<file path="config.mk">
export PLATFORM = sky130hd
export DESIGN_NAME = scan_bcast_expander
export DESIGN_NICKNAME = d
export VERILOG_FILES = /design/src/rtl/bcast_pkg.sv /design/src/rtl/bcast_mask_lfsr.sv /design/src/rtl/bcast_chain_fanout.sv /design/src/rtl/bcast_out_reg.sv /design/src/rtl/scan_bcast_expander.sv
export SDC_FILE = /design/constraint.sdc
export NUM_CORES = 1
export LEC_CHECK = 0
export BUFFER_PORTS_ARGS = -buffer_cell sky130_fd_sc_hd__buf_4
export CORE_MARGIN = 3
export CORE_UTILIZATION = 41
export DETAILED_ROUTE_END_ITERATION = 8
export PLACE_DENSITY = 0.66
export SLEW_MARGIN = 20
export SYNTH_ARGS = -nofsm -noshare
export SYNTH_HDL_FRONTEND = slang
export SYNTH_SLANG_ARGS = --single-unit
</file>
<file path="constraint.sdc">
create_clock -name clk -period 1.3 [get_ports clk]
set_clock_uncertainty 0.2 [all_clocks]
set_input_delay 0.065 -clock clk [delete_from_list [all_inputs] [get_ports clk]]
set_output_delay 0.065 -clock clk [all_outputs]
set_load 0.05 [all_outputs]
</file>
<file path="src/rtl/bcast_pkg.sv">
package bcast_pkg;

  // Mask state: bit 0 is B0, bit 1 is B1.
  typedef logic [1:0] mask_t;

  localparam mask_t MASK_RESET = 2'b01;

  // Lane ordering variants for chains within a pair.
  typedef enum logic {
    ORDER_LEAD  = 1'b0,
    ORDER_TRAIL = 1'b1
  } order_e;

  // One step of the 2-bit maximal-length register: 01 -> 11 -> 10 -> 01.
  function automatic mask_t mask_step(input mask_t s);
    return {s[0], s[1] ^ s[0]};
  endfunction

endpackage

</file>
<file path="src/rtl/bcast_mask_lfsr.sv">
module bcast_mask_lfsr
  import bcast_pkg::*;
#(
  parameter mask_t SEED = MASK_RESET
) (
  input  logic  clk,
  input  logic  rst,
  input  logic  adv,
  output mask_t mask_o
);

  mask_t state_q;

  always_ff @(posedge clk) begin
    if (rst) begin
      state_q <= SEED;
    end else if (adv) begin
      state_q <= mask_step(state_q);
    end
  end

  assign mask_o = state_q;

endmodule

</file>
<file path="src/rtl/bcast_chain_fanout.sv">
module bcast_chain_fanout
  import bcast_pkg::*;
#(
  parameter order_e ORDER = ORDER_LEAD
) (
  input  logic       chain_bit,
  input  mask_t      mask,
  output logic [3:0] lanes
);

  logic b0;
  logic b1;
  logic b01;

  assign b0  = mask[0];
  assign b1  = mask[1];
  assign b01 = mask[0] ^ mask[1];

  generate
    if (ORDER == ORDER_LEAD) begin : g_lead
      assign lanes[0] = chain_bit ^ b1;
      assign lanes[1] = chain_bit ^ b01;
      assign lanes[2] = chain_bit;
      assign lanes[3] = chain_bit ^ b0;
    end else begin : g_trail
      assign lanes[0] = chain_bit ^ b0;
      assign lanes[1] = chain_bit;
      assign lanes[2] = chain_bit ^ b01;
      assign lanes[3] = chain_bit ^ b1;
    end
  endgenerate

endmodule

</file>
<file path="src/rtl/bcast_out_reg.sv">
module bcast_out_reg #(
  parameter int WIDTH = 16
) (
  input  logic             clk,
  input  logic             rst,
  input  logic [WIDTH-1:0] d,
  output logic [WIDTH-1:0] q
);

  always_ff @(posedge clk) begin
    if (rst) begin
      q <= '0;
    end else begin
      q <= d;
    end
  end

endmodule

</file>
<file path="src/rtl/scan_bcast_expander.sv">
module scan_bcast_expander
  import bcast_pkg::*;
#(
  parameter int NUM_CHAINS = 4
) (
  input  logic                    clk,
  input  logic                    rst,
  input  logic                    pat_adv,
  input  logic [NUM_CHAINS-1:0]   chain_in,
  output logic [4*NUM_CHAINS-1:0] bcast_out
);

  localparam int LANES_PER_CHAIN = 4;
  localparam int OUT_W           = LANES_PER_CHAIN * NUM_CHAINS;

  mask_t            mask_q;
  logic [OUT_W-1:0] lanes_d;

  bcast_mask_lfsr #(
    .SEED (MASK_RESET)
  ) u_mask (
    .clk    (clk),
    .rst    (rst),
    .adv    (pat_adv),
    .mask_o (mask_q)
  );

  // Even chains lead a pair; odd chains trail. A lone last chain is even.
  generate
    for (genvar k = 0; k < NUM_CHAINS; k++) begin : g_chain
      localparam order_e ORD = (k % 2 == 0) ? ORDER_LEAD : ORDER_TRAIL;
      bcast_chain_fanout #(
        .ORDER (ORD)
      ) u_fan (
        .chain_bit (chain_in[k]),
        .mask      (mask_q),
        .lanes     (lanes_d[LANES_PER_CHAIN*k +: LANES_PER_CHAIN])
      );
    end
  endgenerate

  bcast_out_reg #(
    .WIDTH (OUT_W)
  ) u_oreg (
    .clk (clk),
    .rst (rst),
    .d   (lanes_d),
    .q   (bcast_out)
  );

endmodule

</file>
# Word-level counts from Yosys, hierarchy flattened
# Index checks and enable logic that the tools add are counted.
dict set report op_classes {
  bitwise_logic 13
}
# operator count
set ops {}
lappend ops {{1-bit bitwise XOR} 13}
dict set report word_totals {
  output_inout_bits 16
  word_cells 15
  register_bits 18
  inputBits 7
}

# Longest topological paths before layout
# Gate-level depths: netlist (run 1).
dict set report depth {
  word_depth 2
  mapped_depth 3
  depth_no_buf 2
}

# Modules after synthesis
# Synthesis (run 1) repeated with hierarchy kept, for this count alone.
dict set report unflattened {
  hier_cells 56
  hier_area_um2 735.7
}
# mod cells_per_inst seq_area_each_um2 area_each_um2 n_inst
set modules_own_cells {}
lappend modules_own_cells {bcast_out_reg 33 320.3 464.2 1}
lappend modules_own_cells {bcast_chain_fanout 4 0.0 48.8 4}
lappend modules_own_cells {bcast_mask_lfsr 7 40.0 76.3 1}

# Worst setup path before layout (run 1)
# OpenSTA, ideal clock, no wires.
dict set report synth_path {
  kind {register to register}
  start {register u_mask.state_q[1], in the netlist u_mask.mask_o[1]}
  end {register u_oreg.q[14]}
  period_less_slack_ps 1282
  slack_ps 18
  setup_time_ps 121
  required_time_ps 979
  n_path_buf 1
  arrival_time_ps 961
  path_stages_with_launch 4
  path_cell_list {dfxtp_1 > buf_6 > xnor2_4 > mux2_4}
}
dict set report synth_between {
  elab_chain_len 2
}
# item line_no
set synth_lines {}
lappend synth_lines {{start, declared} bcast_mask_lfsr.sv:12} ;# mask_t state_q;
lappend synth_lines {{start signal, assigned} bcast_mask_lfsr.sv:18} ;# state_q <= mask_step(state_q);
lappend synth_lines {{1-bit bitwise XOR} bcast_chain_fanout.sv:17} ;# assign b01 = mask[0] ^ mask[1];
lappend synth_lines {{1-bit bitwise XOR} bcast_chain_fanout.sv:28} ;# assign lanes[2] = chain_bit ^ b01;
lappend synth_lines {{end signal, assigned} bcast_out_reg.sv:12} ;# q <= '0;
lappend synth_lines {{end signal, assigned} bcast_out_reg.sv:14} ;# q <= d;
lappend synth_lines {{end, declared} bcast_out_reg.sv:7} ;# output logic [WIDTH-1:0] q
# No other way between the ends.
# A chain may end at the register's enable or synchronous reset.

# Final worst setup path (run 1)
dict set report layout_path {
  start {register u_mask.state_q[1], in the netlist u_mask.mask_o[1]}
  end {register u_oreg.q[9]}
}
dict set report layout_between {
  elab_chain_len 2
}
# item line_no
set layout_lines {}
lappend layout_lines {{1-bit bitwise XOR} bcast_chain_fanout.sv:17}
lappend layout_lines {{1-bit bitwise XOR} bcast_chain_fanout.sv:22} ;# assign lanes[1] = chain_bit ^ b01;
# No other way between the ends.

==> flow_metrics.env, run 1 <==
export IMPL_start_kind="flip-flop"
export IMPL_crit_required_ns=1.28
export IMPL_initialDrtViolationCount=0
export IMPL_gp_congestion=0.622
export IMPL_max_freq_mhz=809
export IMPL_post_cts_buffers=0
export IMPL_routedWlPerCell_um=10.3
export IMPL_htree_levels=1
export IMPL_netlist_instances=56
export IMPL_gr_usage_all_layers=0.122
export IMPL_synthDistinctLibCells=13
export IMPL_synth_top_cell_by_area="dfxtp_1"
export IMPL_grt_pass1_vias=413
export IMPL_synth_fp_nets=63
export IMPL_grt_pass1_wl_mm=1.79
export IMPL_ys_seq_area_frac=0.549
export IMPL_critPathSlowestCell="dfxtp_1"
export IMPL_die_w_um=46.0
export IMPL_rsz0062_at_grt="no"
export IMPL_whs_ns=0.392
export IMPL_numCtsBuffers=3
export IMPL_antenna_found_initial=0
export IMPL_yosysWarnings=0
export IMPL_p_leak_nw=0.427
export IMPL_cts_tree="done"
export IMPL_netlist_area_um2=657
export IMPL_crit_chain="xnor2_4 -> mux2_4"
export IMPL_hold_class="input pin to flip-flop"
export IMPL_fin_ws_ns=0.0641
export IMPL_num_rows=13
export IMPL_period_share=0.951
export IMPL_ys_seq_elements=18
export IMPL_fin_crit_ns=1.24
export IMPL_peakVddDrop_v=0.000757
export IMPL_route_antenna_remaining_nets=0
export IMPL_fill_cells=129
export IMPL_start_util=0.470
export IMPL_setup_tns_ns=0
export IMPL_register_area_um2=362
export IMPL_core_area_um2=1400
export IMPL_max_stage_delay_ns=0.44
export IMPL_syn2layout_area_growth_pct=39.8
export IMPL_insertion_delay_ns=0.28
export IMPL_die_area_um2=2120
export IMPL_outcome="finished clean"
export IMPL_arrival_ns=1.21
export IMPL_vias=439
export IMPL_nNetsFinal=94
export IMPL_cts_root_buf="clkbuf_4"
export IMPL_cap_violations=0
export IMPL_layout_drive_gt1_share=0.407
export IMPL_p_switching_uw=406
export IMPL_netlist_area_leader_share=0.549
export IMPL_multi_input_area_um2=262
export IMPL_overflow=0
export IMPL_clockBufferDepth=2
export IMPL_grt_max_degree=19
export IMPL_die_y_um=46.0
export IMPL_avgSynthCellArea_um2=11.7
export IMPL_p_per_area_nw_per_um2=1440
export IMPL_place_ws_ns=0.0485
export IMPL_combPwrFrac=0.283
export IMPL_slew_headroom=0.844
export IMPL_hold_violations=0
export IMPL_timing_worst_setup_path_type="flip-flop to flip-flop"
export IMPL_drc_errors=0
export IMPL_tightest_slew_ns=0.234
export IMPL_vias_per_cell=4.35
export IMPL_cp_end_kind="flip-flop"
export IMPL_reg2reg_slack_ns=0.06
export IMPL_p_int_uw=918
export IMPL_clk_pin_slew_worst_paths_ns=0.10
export IMPL_final_setup_viol_count=0
export IMPL_finalMaxSlewViolations=0
export IMPL_numClockSinks=18
export IMPL_path_max_fanout=4
export IMPL_synth_area_leaders="dfxtp_1 (55%), xnor2_1 (11%), mux2_4 (9.1%)"
export IMPL_wirelength_mm=1.04
export IMPL_antenna_cells=0
export IMPL_sw_frac_of_total=0.307
export IMPL_clockPowerShare=0.251
export IMPL_boundaryPins=23
export IMPL_seq_power_share=0.466
export IMPL_portBuffers=22
export IMPL_dr_pass1_iters=1
==> Yosys cell counts <==
master and n:
nor2b_1 4, mux2_4 4, and3_2 1, clkbuf_8 1, xnor2_4 1, buf_2 2, a21oi_1 1, xnor2_1 8
buf_6 1, nor2_1 13, dfxtp_1 18, mux2i_1 1, o21bai_1 1
==> worst max-delay path, delay by kind of cell, from the launching register on <==
kind	cells	cell delay (ns)
muxes	1	0.32
xor gates and xnor gates	1	0.18
DFF	1	0.44
==> registers in the layout, indices dropped and copies added (netlist names) <==
name and flops:
u_mask.mask_o 2, u_oreg.q 16
==> routing by layer <==
metal / wire length [um] / part of all wire / global-route usage
met1: 432 / 0.41 / 0.153
met4: 8 / 0.0077 / 0.0682
met5: 0 / 0 / 0
met3: 69 / 0.066 / 0.0356
met2: 530 / 0.51 / 0.184
==> layout make-up <==
cell class | count | area share
multi-input cells | 34 | 0.285
flip-flops and latches | 18 | 0.394
clock buffers | 4 | 0.0395
well taps | 15 | 0.0204
repair buffers | 30 | 0.262
==> logic make-up (layout without fill, tap and decap cells) <==
family | Yosys count | in the layout | share of synthesized area
DFF | 18 | 18 | 0.549
buffers and inverters | 4 | 34 | 0.0533
AOI/OAI and AO/OA | 2 | 2 | 0.0190
muxes | 5 | 5 | 0.107
xor gates and xnor gates | 9 | 9 | 0.149
and+or+nand+nor | 18 | 18 | 0.124
==> cells in the final DEF, fill, tap and decap left out <==
master / n
buf_4: 24
dfxtp_1: 17
nor2_1: 13
xnor2_1: 8
dlygate4sd3_1: 6
nor2b_1: 4
mux2_4: 4
clkbuf_4: 3
xnor2_4: 1
a21oi_1: 1
and3_2: 1
o21bai_1: 1
mux2i_1: 1
clkbuf_8: 1
dfxtp_2: 1
==> what timing repair did <==
action | in CTS | in global routing
gates resized for setup | 0 | 1
hold buffers | 6 | 0
hold endpoints to repair | 18 | 0
endpoints found under the setup margin | 0 | 1
==> final timing paths <==
path                                  startpoint            to  cells after the start
worst max-delay path            u_mask.mask_o[1]   u_oreg.q[9]                      2
worst min-delay path                 chain_in[3]  u_oreg.q[15]                      4
worst max register to register  u_mask.mask_o[1]   u_oreg.q[9]                      2
worst min register to register  u_mask.mask_o[0]   u_oreg.q[1]                      2
==> metrics by stage <==
stage / util / area (um^2) / std cells / total power [mW]
after floorplan: - / 657 / 56 / 0.899
after global placement: 0.587 / 821 / 91 / 0.990
after detailed placement: 0.587 / 821 / 91 / 0.993
after CTS: 0.656 / 917 / 101 / 1.34
after global routing: 0.657 / 918 / 101 / 1.39
final: 0.657 / 918 / 101 / 1.32
==> power by group through the flow <==
| stage | Combinational (mW) | Sequential, mW | Clock (mW) |
|---|---|---|---|
| 6_report | 0.374 | 0.617 | 0.333 |
| 5_1_grt | 0.397 | 0.623 | 0.369 |
| 4_1_cts | 0.377 | 0.617 | 0.341 |
| 2_1_floorplan | 0.124 | 0.775 | 0 |
| 3_3_place_gp | 0.361 | 0.628 | 0 |
| 3_5_place_dp | 0.363 | 0.630 | 0 |
(Power assumes the default switching activity.)
==> inputs of run 2 (changes only) <==
--- a/config.mk
+++ b/config.mk
@@ -7,9 +7,9 @@
 export LEC_CHECK = 0
 export BUFFER_PORTS_ARGS = -buffer_cell sky130_fd_sc_hd__buf_4
 export CORE_MARGIN = 3
-export CORE_UTILIZATION = 41
+export CORE_UTILIZATION = 30
 export DETAILED_ROUTE_END_ITERATION = 8
-export PLACE_DENSITY = 0.66
+export PLACE_DENSITY = 0.51
 export SLEW_MARGIN = 20
 export SYNTH_ARGS = -nofsm -noshare
 export SYNTH_HDL_FRONTEND = slang
==> run 2 against run 1 <==
- register-to-register slack got worse by 0.02 ns
- maximum frequency decreased by 1.3%
- die area increased by 32%
- global-route usage decreased by 2.4 points
- count of clock-buffer cells in the layout decreased by 1
- cell count increased by 11%
- worst hold slack improved by 0.0057 ns
- via count increased by 3.6%
- largest cell class unchanged
==> flow_metrics.env, run 2 (synthesized netlist as in run 1, its figures left out) <==
export IMPL_outcome="finished clean"
export IMPL_gr_usage_all_layers=0.0977
export IMPL_final_cell_mix="buf_4 (24), dfxtp_1 (18), nor2_1 (13)"
export IMPL_vias_per_cell=4.06
export IMPL_peakVddDrop_v=0.000438
export IMPL_dr_pass1_iters=2
export IMPL_period_share=0.963
export IMPL_p_leak_nw=0.421
export IMPL_p_int_uw=855
export IMPL_insertion_delay_ns=0.28
export IMPL_route_antenna_remaining_nets=0
export IMPL_multi_input_area_um2=262
export IMPL_syn2layout_area_growth_pct=39.8
export IMPL_largest_register_ffs=16
export IMPL_clockBufferDepth=2
export IMPL_p_per_area_nw_per_um2=1370
export IMPL_final_area_um2=918
export IMPL_cts_root_buf="clkbuf_4"
export IMPL_register_area_um2=360
export IMPL_numCtsBuffers=3
export IMPL_layout_drive_gt1_share=0.388
export IMPL_max_freq_mhz=799
export IMPL_cp_end_kind="flip-flop"
export IMPL_final_setup_viol_count=0
export IMPL_sw_frac_of_total=0.319
export IMPL_postPlaceCellArea_um2=836
export IMPL_path_max_fanout=4
export IMPL_fin_crit_ns=1.25
export IMPL_final_common_cell="buf_4"
export IMPL_initialDrtViolationCount=2
export IMPL_p_switching_uw=400
export IMPL_antenna_found_initial=0
export IMPL_numClockSinks=18
export IMPL_hold_violations=0
export IMPL_hold_class="input pin to flip-flop"
export IMPL_tightest_slew_ns=0.229
export IMPL_wirelength_mm=1.11
export IMPL_num_rows=16
export IMPL_drc_errors=0
export IMPL_die_y_um=52.8
export IMPL_gp_congestion=0.656
export IMPL_setup_tns_ns=0
export IMPL_grt_pass1_wl_mm=1.83
export IMPL_finalMaxSlewViolations=0
export IMPL_nNetsFinal=94
export IMPL_regMostFlops="u_oreg.q"
export IMPL_fill_cells=209
export IMPL_portBuffers=22
export IMPL_seq_power_share=0.491
export IMPL_core_area_um2=2020
export IMPL_overflow=0
export IMPL_slew_headroom=0.847
export IMPL_crit_required_ns=1.28
export IMPL_cap_violations=0
export IMPL_die_w_um=52.8
export IMPL_start_kind="flip-flop"
export IMPL_cts_tree="done"
export IMPL_clk_pin_slew_worst_paths_ns=0.10
export IMPL_arrival_ns=1.23
export IMPL_r2r_cells=2
export IMPL_ctsResizeCount=0
export IMPL_boundaryPins=23
export IMPL_vias=455
export IMPL_antenna_cells=0
export IMPL_clockPowerShare=0.210
export IMPL_combPwrFrac=0.299
export IMPL_routedWlPerCell_um=9.94
export IMPL_timing_worst_setup_path_type="flip-flop to flip-flop"
export IMPL_rsz0062_at_grt="no"
export IMPL_start_util=0.325
export IMPL_grt_max_degree=19
export IMPL_whs_path_depth=4
export IMPL_htree_levels=1
export IMPL_grt_pass1_vias=427
export IMPL_die_area_um2=2790
-- run 2: cell count changes in the layout (fill, tap and decap cells not counted), sizes merged --
cell	before	now
clkbuf	4	3
-- run 2: what timing repair did --
action,4_1_cts,5_1_grt
setup buffers,0,0
hold buffers,6,0
endpoints found under the hold margin,18,0
-- run 2: power groups by stage --
stage,combinational (mW),clock (mW),sequential (mW)
3_3_place_gp,0.364,0,0.628
6_report,0.375,0.264,0.616
4_1_cts,0.379,0.275,0.617
5_1_grt,0.399,0.300,0.620
3_5_place_dp,0.364,0,0.630
2_1_floorplan,0.124,0,0.775
-- run 2: final cells by class --
type / count / share of cell area
well taps: 27 / 0.0368
clock buffers: 3 / 0.0245
repair buffers: 30 / 0.262
flip-flops and latches: 18 / 0.392
multi-input cells: 34 / 0.285
-- run 2: through the flow --
| step | std cells | setup slack (ns) | total power [mW] | utilization | hold WS (ns) |
|---|---|---|---|---|---|
| CTS | 112 | 0.0416 | 1.27 | 0.454 | 0.383 |
| finish | 112 | 0.0477 | 1.25 | 0.454 | 0.398 |
| global placement | 103 | 0.0672 | 0.992 | 0.413 | 0.143 |
| floorplan | 56 | 0.0176 | 0.899 | - | 0.00180 |
| global route | 112 | 0.00260 | 1.32 | 0.454 | 0.406 |
| detailed placement | 103 | 0.0531 | 0.994 | 0.413 | 0.144 |
-- run 2: layer usage --
| metal | wire [um] | share of wire | GRT usage | vias up |
|---|---|---|---|---|
| met1 | 474 | 0.43 | 0.104 | 208 |
| li1 | - | - | - | 232 |
| met5 | 0 | 0 | 0 | - |
| met4 | 17 | 0.015 | 0.0766 | 0 |
| met3 | 71 | 0.064 | 0.0342 | 2 |
| met2 | 550 | 0.49 | 0.155 | 13 |
-- run 2: path summary, 6_finish.rpt --
check	start	end	slack, ns
max	u_mask.mask_o[1]	u_oreg.q[9]	0.05
min	chain_in[0]	u_oreg.q[3]	0.40
max reg2reg	u_mask.mask_o[1]	u_oreg.q[9]	0.05
min reg2reg	u_mask.mask_o[0]	u_oreg.q[14]	0.56
-- run 2: worst max-delay path: stages, from the launching register on --
cell and delay [ns]:
dfxtp_1 0.37, xnor2_4 0.26, mux2_4 0.32
==> inputs of run 3 (changes only) <==
--- a/config.mk
+++ b/config.mk
@@ -7,9 +7,10 @@
 export LEC_CHECK = 0
 export BUFFER_PORTS_ARGS = -buffer_cell sky130_fd_sc_hd__buf_4
 export CORE_MARGIN = 3
-export CORE_UTILIZATION = 30
+export CORE_UTILIZATION = 41
+export CTS_CLUSTER_SIZE = 12
 export DETAILED_ROUTE_END_ITERATION = 8
-export PLACE_DENSITY = 0.51
+export PLACE_DENSITY = 0.66
 export SLEW_MARGIN = 20
 export SYNTH_ARGS = -nofsm -noshare
 export SYNTH_HDL_FRONTEND = slang
==> constraint.sdc (replaced) <==
create_clock -name clk -period 1 [get_ports clk]
set_clock_uncertainty 0.2 [all_clocks]
set_input_delay 0.05 -clock clk [delete_from_list [all_inputs] [get_ports clk]]
set_output_delay 0.05 -clock clk [all_outputs]
set_load 0.05 [all_outputs]
==> run 3 against run 2 <==
- the run now ends with negative hold slack, negative setup slack left
- non-clock buffer count shrank 1
- setup slack lost 0.29 ns
- count of clock-buffer cells in the layout grew 1
- sequential cell count is the same
==> flow_metrics.env, run 3 (synthesized netlist as in run 1, its figures left out) <==
export IMPL_gr_usage_all_layers=0.127
export IMPL_antenna_found_initial=0
export IMPL_antenna_cells=0
export IMPL_die_area_um2=2120
export IMPL_final_setup_viol_count=29
export IMPL_register_area_um2=384
export IMPL_crit_chain="xnor2_4 -> mux2_4"
export IMPL_core_area_um2=1400
export IMPL_wirelength_mm=1.18
export IMPL_dpl_hpwl_um=756
export IMPL_setup_tns_ns=-1.63
export IMPL_regMostFlops="u_oreg.q"
export IMPL_start_util=0.470
export IMPL_clockBufferDepth=2
export IMPL_die_w_um=46.0
export IMPL_clockPowerShare=0.240
export IMPL_outcome="finished with violations"
export IMPL_fill_cells=91
export IMPL_nNetsFinal=93
export IMPL_layout_cells_non_filler=100
export IMPL_sw_frac_of_total=0.306
export IMPL_whs_ns=-0.158
export IMPL_largest_register_ffs=16
export IMPL_cap_violations=0
export IMPL_path_max_fanout=4
export IMPL_gp_congestion=0.669
export IMPL_num_rows=13
export IMPL_boundaryPins=23
export IMPL_place_inst=91
export IMPL_hold_class="input pin to flip-flop"
export IMPL_dr_pass1_iters=2
export IMPL_p_switching_uw=565
export IMPL_die_y_um=46.0
export IMPL_initialDrtViolationCount=5
export IMPL_numCtsBuffers=3
export IMPL_crit_required_ns=0.98
export IMPL_syn2layout_area_growth_pct=64.2
export IMPL_grt_pass1_wl_mm=1.87
export IMPL_route_antenna_remaining_nets=0
export IMPL_hold_violations=14
export IMPL_layout_drive_gt1_share=0.635
export IMPL_p_leak_nw=0.502
export IMPL_violations="negative hold slack, negative setup slack"
export IMPL_arrival_ns=1.23
export IMPL_start_kind="flip-flop"
export IMPL_final_cell_mix="dfxtp_2 (16), buf_8 (15), nor2_1 (13)"
export IMPL_htree_levels=1
export IMPL_slew_headroom=0.838
export IMPL_cts_root_buf="clkbuf_4"
export IMPL_final_common_cell="dfxtp_2"
export IMPL_fin_crit_ns=1.25
export IMPL_finalMaxSlewViolations=0
export IMPL_timing_worst_setup_path_type="flip-flop to flip-flop"
export IMPL_p_per_area_nw_per_um2=1710
export IMPL_period_share=1.25
export IMPL_portBuffers=22
export IMPL_drc_errors=0
export IMPL_numClockSinks=18
export IMPL_combPwrFrac=0.310
export IMPL_critPathSlowestCell="dfxtp_2"
export IMPL_vias=459
export IMPL_tightest_slew_ns=0.242
export IMPL_place_ws_ns=-0.263
export IMPL_overflow=0
export IMPL_routedWlPerCell_um=11.8
export IMPL_clk_pin_slew_worst_paths_ns=0.10
export IMPL_multi_input_area_um2=284
export IMPL_max_freq_mhz=803
export IMPL_grt_pass1_vias=457
export IMPL_peakVddDrop_v=0.00114
export IMPL_cts_tree="done"
export IMPL_grt_max_degree=19
export IMPL_cp_end_kind="flip-flop"
export IMPL_p_int_mw=1.28
export IMPL_seq_power_share=0.450
export IMPL_fin_ws_ns=-0.245
export IMPL_rsz0062_at_grt="yes"
export IMPL_vias_per_cell=4.59
export IMPL_max_stage_delay_ns=0.36
export IMPL_insertion_delay_ns=0.28
-- run 3: path summary, 6_finish.rpt --
kind	from	to	slack [ns]	depth (start not counted)
hold reg to reg	u_mask.mask_o[0]	u_oreg.q[4]	0.50	3
hold / removal	rst	u_oreg.q[3]	-0.16	2
setup reg to reg	u_mask.mask_o[1]	u_oreg.q[9]	-0.25	2
setup / recovery	u_mask.mask_o[1]	u_oreg.q[9]	-0.25	2
-- run 3: stage by stage --
stage	cell area, um^2	power [mW]	util
floorplan	657	1.17	-
global placement	821	1.29	0.587
detailed placement	821	1.29	0.587
CTS	1010	1.82	0.723
global route	1080	1.94	0.771
finish	1080	1.85	0.771
-- run 3: timing repair --
item / CTS / global route
hold endpoints to repair: 18 / 15
endpoints found under the setup margin: 30 / 32
hold buffers: 5 / 1
resized for setup: 39 / 16
setup buffers: 0 / 0
pin swaps: 1 / 2
-- run 3: critical path, delay by kind of cell, from the launching register on --
| kind | cells | cell delay [ns] |
|---|---|---|
| flip-flops | 1 | 0.36 |
| multiplexers | 1 | 0.32 |
| XOR/XNOR | 1 | 0.26 |
-- run 3: power groups by stage --
stage | combinational, mW | clock [mW] | sequential [mW]
6_report | 0.574 | 0.443 | 0.832
5_1_grt | 0.604 | 0.493 | 0.838
4_1_cts | 0.538 | 0.456 | 0.827
3_5_place_dp | 0.474 | 0 | 0.818
3_3_place_gp | 0.470 | 0 | 0.817
2_1_floorplan | 0.161 | 0 | 1.01
-- run 3: cell type report --
type                    instances  share of cell area
flip-flops and latches         18               0.356
repair buffers                 29               0.329
well taps                      15              0.0174
multi-input cells              34               0.263
clock buffers                   4              0.0336
-- run 3: per-layer routing --
layer | up-vias | wire length (um) | global-route usage
met5 | - | 0 | 0
met4 | 0 | 12 | 0.0909
met3 | 2 | 78 | 0.0356
met2 | 15 | 611 | 0.217
met1 | 211 | 481 | 0.129
li1 | 231 | - | -
